### config.mk
export PLATFORM = sky130hd
export DESIGN_NAME = spi_burst_master
export DESIGN_NICKNAME = d
export VERILOG_FILES = /design/src/rtl/spi_burst_master.sv
export SDC_FILE = /design/constraint.sdc
export NUM_CORES = 1
export LEC_CHECK = 0
export ABC_AREA = 1
export BUFFER_PORTS_ARGS = -buffer_cell sky130_fd_sc_hd__buf_2
export CORE_MARGIN = 2
export CORE_UTILIZATION = 30
export DETAILED_ROUTE_END_ITERATION = 16
export GPL_ROUTABILITY_DRIVEN = 0
export RECOVER_POWER = 25
export SYNTH_ARGS = -nofsm -noshare
export SYNTH_HDL_FRONTEND = slang
export SYNTH_SLANG_ARGS = --single-unit
### constraint.sdc
create_clock -name clk -period 2.41 [get_ports clk]
set_input_delay 0.3615 -clock clk [delete_from_list [all_inputs] [get_ports clk]]
set_output_delay 0.3615 -clock clk [all_outputs]
set_load 0.03 [all_outputs]
### src/rtl/spi_burst_master.sv
`timescale 1ns/1ps
module spi_burst_master #(
  parameter int DIV_W = 8,
  parameter int NCS   = 4
) (
  input  logic                   clk,
  input  logic                   rst_n,
  input  logic [4:0]             cfg_len_m1,
  input  logic [4:0]             cfg_cnt_m1,
  input  logic                   cfg_cpha,
  input  logic [1:0]             cfg_idle,
  input  logic [$clog2(NCS)-1:0] cfg_cs_sel,
  input  logic [NCS-1:0]         cfg_cs_pol,
  input  logic                   cfg_tx_en,
  input  logic                   cfg_rx_en,
  input  logic [DIV_W-1:0]       cfg_div,
  input  logic                   go,
  input  logic                   rdy_clr,
  output logic                   busy,
  output logic                   ready,
  output logic                   tx_pop,
  input  logic [31:0]            tx_data,
  output logic                   rx_push,
  output logic [31:0]            rx_data,
  output logic                   sclk,
  output logic                   mosi,
  input  logic                   miso,
  output logic [NCS-1:0]         cs
);
  localparam int SEL_W = $clog2(NCS);

  typedef enum logic [2:0] {S_IDLE, S_LOAD, S_SHIFT, S_NEXT, S_TAIL} st_t;
  st_t st;

  logic [4:0]       len_q, cnt_q, wcnt;
  logic             cpha_q, txen_q, rxen_q;
  logic [SEL_W-1:0] sel_q;
  logic [DIV_W-1:0] div_q, hc;
  logic [5:0]       edge_n;
  logic [32:0]      tsr;
  logic [31:0]      rsr;
  logic             sclk_q;

  wire idle_lvl = (cfg_idle == 2'd1) || (cfg_idle == 2'd3);
  wire samp     = (edge_n[0] == cpha_q);
  wire last_wd  = (wcnt == cnt_q);
  wire [5:0] lsh = 6'd32 - {1'b0, len_q} - {5'b0, cpha_q};

  assign busy    = (st != S_IDLE);
  assign tx_pop  = (st == S_LOAD) && txen_q;
  assign rx_push = (st == S_NEXT) && rxen_q;
  assign rx_data = rsr;
  assign sclk    = sclk_q;
  assign mosi    = busy && tsr[32];

  for (genvar i = 0; i < NCS; i++) begin : g_cs
    assign cs[i] = (busy && sel_q == SEL_W'(i)) ? cfg_cs_pol[i] : ~cfg_cs_pol[i];
  end

  always_ff @(posedge clk or negedge rst_n) begin
    if (!rst_n) begin
      st <= S_IDLE;
      len_q <= '0; cnt_q <= '0; wcnt <= '0;
      cpha_q <= 1'b0; txen_q <= 1'b0; rxen_q <= 1'b0;
      sel_q <= '0; div_q <= '0; hc <= '0; edge_n <= '0;
      tsr <= '0; rsr <= '0; sclk_q <= 1'b0;
    end else begin
      case (st)
        S_IDLE: begin
          sclk_q <= idle_lvl;
          if (go) begin
            len_q  <= cfg_len_m1;
            cnt_q  <= cfg_cnt_m1;
            cpha_q <= cfg_cpha;
            txen_q <= cfg_tx_en;
            rxen_q <= cfg_rx_en;
            sel_q  <= cfg_cs_sel;
            div_q  <= cfg_div;
            wcnt   <= '0;
            st     <= S_LOAD;
          end
        end
        S_LOAD: begin
          tsr    <= txen_q ? ({1'b0, tx_data} << lsh) : '0;
          rsr    <= '0;
          edge_n <= '0;
          hc     <= div_q;
          st     <= S_SHIFT;
        end
        S_SHIFT: begin
          if (hc == '0) begin
            hc     <= div_q;
            sclk_q <= ~sclk_q;
            edge_n <= edge_n + 6'd1;
            if (samp) rsr <= {rsr[30:0], miso};
            else      tsr <= {tsr[31:0], 1'b0};
            if (edge_n == {len_q, 1'b1}) st <= S_NEXT;
          end else begin
            hc <= hc - 1'b1;
          end
        end
        S_NEXT: begin
          if (last_wd) begin
            hc <= div_q;
            st <= S_TAIL;
          end else begin
            wcnt <= wcnt + 5'd1;
            st   <= S_LOAD;
          end
        end
        S_TAIL: begin
          if (hc == '0) st <= S_IDLE;
          else          hc <= hc - 1'b1;
        end
        default: st <= S_IDLE;
      endcase
    end
  end

  always_ff @(posedge clk or negedge rst_n) begin
    if (!rst_n)                     ready <= 1'b0;
    else if (st == S_NEXT && last_wd) ready <= 1'b1;
    else if (rdy_clr)               ready <= 1'b0;
  end
endmodule


Word-level counts from Yosys, hierarchy flattened. Index checks and enable logic that the tools add are counted.

Flip-flop bits (word level): 112. Bits in latches: 0. Bits in writable memories: 0. Bits in read-only memories: 0. Input bits: 66. Output and inout port bits: 42. Word-level logic and storage cells: 103. Memories kept: 0.

$add $sub $neg: 5. Multipliers: 0. Div/mod/pow operators: 0. $lt $le $gt $ge: 0. Eq/ne operators: 21. Shift-type cells: 1. Mux-type cells: 30. Bitwise operators: 5. Reductions and logical operators: 26.

Operators with widths (number): 2-to-1 mux 33 bit (3); case mux 33 bit (2 select lines) (1); 2-to-1 mux 32 bit (2); case mux 32 bit (2 select lines) (1); left shift 32 x 6 -> 33 bit (1); case mux 8 bit (4 select lines) (1); 2-to-1 mux 8 bit (3); inequality test 2 bit (second input constant) (9); 2-to-1 mux 3 bit (5); case mux 3 bit (5 select lines) (1); case mux 6 bit (2 select lines) (1); AND reduction 3 bit (4); 2-to-1 mux 5 bit (2); case mux 5 bit (2 select lines) (1); logical AND 1 bit (8); logical NOT 8 bit (1); nonzero test 2 bit (4); subtractor 8 x 1 -> 8 bit (second input constant) (1); 2-to-1 mux 1 bit (7); adder 6 x 1 -> 6 bit (second input constant) (1); == test 2 bit (second input constant) (3); == test 3 x 2 -> 1 bit (second input constant) (2); == test 6 bit (1); 2-to-1 mux 6 bit (1); other kinds (17) (24).

Depth between registers and ports, before layout. Gate-level depths: netlist of the first run.

Depth after elaboration: 5. Gate-level depth with buffers: 16. Mapped depth without buffers: 15.

Worst setup path after synthesis of the first run. OpenSTA, ideal clock, no wires.

Kind: register -> register. Start: register len_q[0]. End: register tsr[32]. Library setup time: 0.077 ns. Arrival time: 2.055 ns. Required time: 2.333 ns. Slack: 0.277 ns. Stages on the path, launching flop included: 14. Path buffers: 2. Clock period less this slack: 2.133 ns. Cells stage by stage: dfrtp_1 -> inv_1 -> ha_1 -> ha_1 -> inv_1 -> ha_1 -> clkbuf_1 -> clkbuf_1 -> nand4_1 -> nor2_1 -> nand3_1 -> nand2_1 -> nand2_1 -> a21oi_1.

Cells in the longest elaborated chain, start to end: 5.

RTL lines: start, declared (line 35) `logic [4:0] len_q, cnt_q, wcnt;`; start signal, assigned (line 72) `len_q <= cfg_len_m1;`; subtractor 6 x 5 -> 6 bit (line 47) `wire [5:0] lsh = 6'd32 - {1'b0, len_q} - {5'b0, cpha_q};`; subtractor 6 x 1 -> 6 bit (line 47); left shift 32 x 6 -> 33 bit (line 84) `tsr <= txen_q ? ({1'b0, tx_data} << lsh) : '0;`; 2-to-1 mux 33 bit (line 84); case mux 33 bit (2 select lines) (line 68) `case (st)`; end signal, assigned (line 84); end signal, assigned (line 96) `else tsr <= {tsr[31:0], 1'b0};`; end, declared (line 40) `logic [32:0] tsr;`.

Every way passes these cells. A chain may end at the register's enable or synchronous reset.

Worst setup path after layout of the first run.
Start: register len_q[0]. End: register tsr[24].

Same word-level chain as after synthesis.

==> results of run 1 <==
-- worst reg2reg max path, delay by kind of cell (launching register included) --
family          cells  cell delay (ns)
simple gates        7             0.83
flops               1             0.36
buf+inv             5             0.39
compound gates      1             0.07
fa+ha+maj           3             0.52
-- state kept, by name (all words and copies together) (netlist names), 2 cells and up --
name and count:
hc 8, rx_data 32, cnt_q 5, edge_n 6, sel_q 2, div_q 8, wcnt 5, tsr 33
len_q 5, st 3
-- metrics by stage --
step | setup TNS, ns | area (um2) | cells | util (%)
6_report | 0 | 8240 | 1341 | 36.6
5_1_grt | -0.0675 | 8240 | 1341 | 36.6
4_1_cts | 0 | 8140 | 1333 | 36.2
3_5_place_dp | 0 | 7800 | 1316 | 34.7
3_3_place_gp | 0 | 7800 | 1316 | 34.7
2_1_floorplan | 0 | 6840 | 952 | -
-- layer usage --
metal | share of wire, % | wire [um] | vias up
met5 | 0 | 0 | -
met4 | 2.7 | 496 | 0
met3 | 4.5 | 825 | 32
met2 | 46 | 8400 | 160
met1 | 47 | 8560 | 3033
li1 | - | - | 3361
-- cells in the mapped netlist --
master    count  area [um2]
nand3_2       1        10.0
a22oi_1       3        22.5
nand4_1       3        18.8
nor2_4        3        33.8
dfrtp_1     112        2800
o22ai_1      34         213
inv_2        11        41.3
xor2_2        1        16.3
a21boi_0      1        7.51
o211ai_1      8        60.1
o21ai_1      18        90.1
buf_1         4        15.0
nor3_1        4        20.0
nand2_1     231         867
buf_2        15        75.1
or2_1         2        12.5
a31oi_1       2        12.5
clkbuf_1     29         109
inv_1        90         338
xnor2_2       1        16.3
o21ai_0      49         245
nand3_1     181         906
nand3_4       2        35.0
nor2_1       43         161
o21ai_2       1        8.76
xor2_1       14         123
a21oi_1      55         275
nor4_1        1        6.26
or2_2         7        43.8
ha_1         11         138
nor3_2        2        20.0
buf_4         3        22.5
xnor2_1       3        26.3
o21a_1        1        7.51
nor2_2        2        12.5
or2_0         4        25.0
-- how the worst min path moves through the flow --
stage | start | endpoint | slack [ns] | cells after the start
finish | rdy_clr | ready$_DFFE_PN0P_ | 0.18 | 2
global placement | rst_n | rx_data[23]$_DFFE_PN0P_ | 0.26 | 1
global route | rdy_clr | ready$_DFFE_PN0P_ | 0.17 | 2
floorplan | rst_n | cnt_q[0]$_DFFE_PN0P_ | 0.07 | 0
CTS | rdy_clr | ready$_DFFE_PN0P_ | 0.17 | 2
detailed placement | rst_n | rx_data[23]$_DFFE_PN0P_ | 0.26 | 1
-- layout make-up --
type,count,area share (%)
clock buffer,9,2.73
clock inverter,7,1.23
inverter,101,4.60
multi-input combinational,688,41.9
sequential,112,34.0
tap,285,4.33
timing repair buffer,139,11.3
-- cell families (layout without fill, tap and decap cells) --
logic type                 count (synthesis)  in the layout  synth area share, %
DFF                                      112            112                 41.0
buffers and inverters                    152            256                 8.78
AOI/OAI and AO/OA                        172            172                 13.8
adders and majority gates                 11             11                 2.01
and+or+nand+nor                          486            486                 31.8
xor gates and xnor gates                  19             19                 2.65
-- timing repair --
action                                 4_1_cts  5_1_grt
setup buffers                                0        6
endpoints found under the hold margin       17        0
resized for setup                            0        7
hold buffers                                 1        0
setup endpoints to repair                    0       32
==> impl_metrics.json, run 1 <==
{
  "fin_nets": 1128,
  "regArea_um2": 2800,
  "timing.final.crit_period_ns": 2.25,
  "cts.sinks": 112,
  "grt_usage_pct": 15.6,
  "drt_iter0_drc": 450,
  "criticalPathCategory": "reg2reg",
  "final_cell_mix": "nand2_1 (230), nand3_1 (182), dfrtp_1 (112)",
  "worst_pin_slew_ns": 1.01,
  "syn-cell-area_um2": 6840,
  "synthDistinctLibCells": 36,
  "rows": 55,
  "synth_fp_nets": 1029,
  "fp.dieW_um": 155,
  "busiest_layer": "met2",
  "setup_violations": 0,
  "antenna_found_initial": 0,
  "htreeDepth": 3,
  "dieArea_um2": 24000,
  "multi_input_area_um2": 3450,
  "critPathMaxStageDelay_ns": 0.36,
  "syn_avg_cell_area_um2": 7.18,
  "crit_chain": "inv_1 > ha_1 > ha_1 > inv_2 > ha_4 > inv_1 > nand3_1 > nand2_1 > nand2_2 > nand3_4 > nor2_4 > buf_12 > nand3_1 > nand3_1 > o21ai_1 > inv_2",
  "max-slew-margin-rel_pct": 32.6,
  "grt_pass1_wl_um": 30900,
  "grt-ovfl-total": 0,
  "yosysWarnings": 0,
  "die_h_um": 155,
  "startpoint": "len_q[0]$_DFFE_PN0P_",
  "slowest_stage": "dfrtp_1",
  "cp.depth": 16,
  "drtAntennaViolNets": 0,
  "min_period_over_period_pct": 93.2,
  "fin_hold_ws_ns": 0.184,
  "path_max_fanout": 8,
  "worst-r2r-setup-slack_ns": 0.16,
  "port_buffers": 106,
  "fmax_mhz": 445,
  "critical_path.most_common_cell": "nand3_1",
  "hold_viol_final": 0,
  "rsz0062_at_grt": "yes",
  "initial_core_util_pct": 30.4,
  "synth_cells": 952,
  "drc": 0,
  "crit_buf_inv": 5,
  "vias": 6586,
  "seq_area_frac_synth_pct": 41.0,
  "mostFrequentLayoutCell": "nand2_1",
  "met2_usage_pct": 25.4,
  "ios": 108,
  "critPathArrivalTime_ns": 2.54,
  "worstSetupEndpointType": "register",
  "critPathRequiredTime_ns": 2.71,
  "via_per_inst": 4.91,
  "synth-seq-cells": 112,
  "clkTransAtPathRegs_ns": 0.07,
  "cts_tree": "yes",
  "grtUsageMet1_pct": 20.6,
  "slew_violations": 0,
  "cts_buffer_depth": 2,
  "wirelength_um": 18300,
  "coreArea_um2": 22500,
  "r2r_cells": 16,
  "met3_usage_pct": 2.79,
  "nFillCells": 2404,
  "grt_max_degree": 75,
  "critPathCapture": "tsr[24]$_DFFE_PN0P_",
  "crit_path_start_kind": "register",
  "ctsRootBufferMaster": "clkbuf_16",
  "timing.rr.end": "tsr[24]$_DFFE_PN0P_",
  "place_ws_ns": 0.131,
  "cp_top_family": "simple AND/OR/NAND/NOR gates",
  "cts_buffers": 9,
  "outcome": "finished, final reports clean",
  "routedWlPerCell_um": 13.6,
  "clk_latency_ns": 0.36,
  "drtPass1Iterations": 5,
  "maxCapViolations": 0,
  "finalClockSkew_ns": 0.00977,
  "first_global_vias": 6374,
  "dp_hpwl_um": 13300,
  "setup_ws_ns": 0.164,
  "drive_gt1_share_pct": 17.9,
  "num_antenna_cells": 0,
  "r2r_start": "len_q[0]$_DFFE_PN0P_",
  "worst_hold_path_type": "in2reg",
  "synthToLayoutAreaGrowth_pct": 20.6
}
Power of run 1 is left out: the tool's default activity adds up to more than one toggle a clock period on the data nets, which glitch-free logic cannot reach.
==> inputs of run 2 (changes only) <==
--- a/config.mk
+++ b/config.mk
@@ -7,10 +7,14 @@
 export LEC_CHECK = 0
 export ABC_AREA = 1
 export BUFFER_PORTS_ARGS = -buffer_cell sky130_fd_sc_hd__buf_2
+export CELL_PAD_IN_SITES_DETAIL_PLACEMENT = 1
+export CELL_PAD_IN_SITES_GLOBAL_PLACEMENT = 1
+export CORE_ASPECT_RATIO = 1.4
 export CORE_MARGIN = 2
 export CORE_UTILIZATION = 30
 export DETAILED_ROUTE_END_ITERATION = 16
 export GPL_ROUTABILITY_DRIVEN = 0
+export PLACE_DENSITY_LB_ADDON = 0.1
 export RECOVER_POWER = 25
 export SYNTH_ARGS = -nofsm -noshare
 export SYNTH_HDL_FRONTEND = slang
==> impl_metrics.json, run 2 (synthesis gave the netlist of run 1 again) <==
{
  "r2r_start": "cpha_q$_DFFE_PN0P_",
  "fin_util_pct": 37.3,
  "hold_viol_final": 0,
  "routedWlPerCell_um": 16.4,
  "critPathMaxStageDelay_ns": 0.36,
  "criticalPathCategory": "reg2reg",
  "worst_pin_slew_ns": 1.03,
  "critPathRequiredTime_ns": 2.67,
  "synthToLayoutAreaGrowth_pct": 22.5,
  "drc": 0,
  "layout.cells.non_filler": 1361,
  "drtPass1Iterations": 4,
  "worstSetupEndpointType": "register",
  "coreArea_um2": 22400,
  "critPathArrivalTime_ns": 2.49,
  "path_max_fanout": 31,
  "postCtsHoldBufs": 0,
  "critical_path.most_common_cell": "nand2_1",
  "top_register": "tsr",
  "dieArea_um2": 24000,
  "largest_reg_flops": 33,
  "ios": 108,
  "cts_tree": "yes",
  "finalClockSkew_ns": 0.0149,
  "drive_gt1_share_pct": 18.8,
  "initial_core_util_pct": 30.5,
  "grt-ovfl-total": 0,
  "wirelength_um": 22400,
  "setup_violations": 0,
  "clk_latency_ns": 0.35,
  "crit_chain": "inv_1 > ha_2 > inv_1 > buf_12 > o21ai_0 > nand2_1 > nand3_1 > nand2_1 > nand2_1 > nand2_1 > nand2_1 > nand3_1 > nand2_1 > inv_1",
  "grt_usage_pct": 18.3,
  "max-slew-margin-rel_pct": 31.4,
  "via_per_inst": 4.98,
  "r2r_cells": 14,
  "fin_nets": 1132,
  "worst_hold_path_type": "in2async",
  "place_inst": 1338,
  "rows": 65,
  "crit_path_start_kind": "register",
  "die_h_um": 183,
  "drtAntennaViolNets": 0,
  "min_period_over_period_pct": 92.4,
  "final_cell_mix": "nand2_1 (229), nand3_1 (179), dfrtp_1 (112)",
  "cts_buffer_depth": 2,
  "fmax_mhz": 449,
  "htreeDepth": 3,
  "timing.final.crit_period_ns": 2.23,
  "ctsRootBufferMaster": "clkbuf_16",
  "grt_pass1_wl_um": 35800,
  "maxCapViolations": 0,
  "num_antenna_cells": 0,
  "timing.rr.end": "tsr[25]$_DFFE_PN0P_",
  "vias": 6776,
  "grt_max_degree": 59,
  "worst-r2r-setup-slack_ns": 0.18,
  "dp_hpwl_um": 16700,
  "fp.dieW_um": 132,
  "clkTransAtPathRegs_ns": 0.09,
  "outcome": "finished, final reports clean",
  "slew_violations": 0,
  "rsz0062_at_grt": "yes",
  "cts.sinks": 112,
  "slowest_stage": "dfrtp_1",
  "first_global_vias": 6924,
  "cts_buffers": 9,
  "port_buffers": 106,
  "antenna_found_initial": 0,
  "fin_tns_setup_ns": 0,
  "mostFrequentLayoutCell": "nand2_1",
  "drt_iter0_drc": 263
}
-- run 2: changes by cell type in the layout (fill, tap and decap cells not counted), sizes merged --
cell	previous run	this run
dlygate4sd3	1	0
bufinv	2	1
clkinvlp	1	0
clkbuf	13	16
buf	134	136
clkinv	1	2
inv	104	105
-- run 2: metal layers --
| metal | track usage (%) | part of all wire, % |
|---|---|---|
| met1 | 20.9 | 40 |
| met2 | 35.0 | 54 |
| met3 | 2.33 | 2.8 |
| met4 | 6.17 | 3.3 |
| met5 | 0 | 0 |
-- run 2: worst max path at each step --
stage / from / end / slack [ns] / cells after the start
after floorplan: len_q[0]$_DFFE_PN0P_ / tsr[32]$_DFFE_PN0P_ / 0.28 / 13
after global placement: len_q[0]$_DFFE_PN0P_ / tsr[28]$_DFFE_PN0P_ / 0.09 / 13
after global routing: len_q[0]$_DFFE_PN0P_ / tsr[20]$_DFFE_PN0P_ / -0.03 / 16
after detailed placement: cpha_q$_DFFE_PN0P_ / tsr[28]$_DFFE_PN0P_ / 0.001 / 13
final: cpha_q$_DFFE_PN0P_ / tsr[25]$_DFFE_PN0P_ / 0.18 / 14
after CTS: cpha_q$_DFFE_PN0P_ / tsr[20]$_DFFE_PN0P_ / 0.05 / 16
-- run 2: through the flow --
| step | setup slack, ns | hold slack [ns] | instance area [um2] |
|---|---|---|---|
| 6_report | 0.182 | 0.176 | 8370 |
| 5_1_grt | -0.0322 | 0.209 | 8370 |
| 4_1_cts | 0.0518 | 0.00126 | 8180 |
| 3_5_place_dp | 0.00113 | 0.385 | 7850 |
| 3_3_place_gp | 0.0858 | 0.383 | 7850 |
| 2_1_floorplan | 0.277 | 0.0659 | 6840 |
-- run 2: final cells by class --
class                           count  area [um2]
Fill cell                        2869       14100
Multi-Input combinational cell    688        3490
Sequential cell                   112        2800
Timing Repair Buffer              143         986
Inverter                          101         387
Tap cell                          301         377
Clock buffer                        9         225
Clock inverter                      7         103
-- run 2: critical path: cells and delay by family (launching register included) --
family          cells  cell delay, ns
compound gates      1            0.33
fa+ha+maj           1            0.36
buf+inv             4            0.33
flops               1            0.36
simple gates        8            0.74
-- run 2: repair_timing --
item | CTS | global route
gates cloned | 0 | 4
pin swaps | 0 | 2
endpoints found under the hold margin | 0 | 0
setup endpoints to repair | 1 | 30
buffers inserted | 0 | 3
gates resized for setup | 1 | 19
Power of run 2 is left out for the same reason.
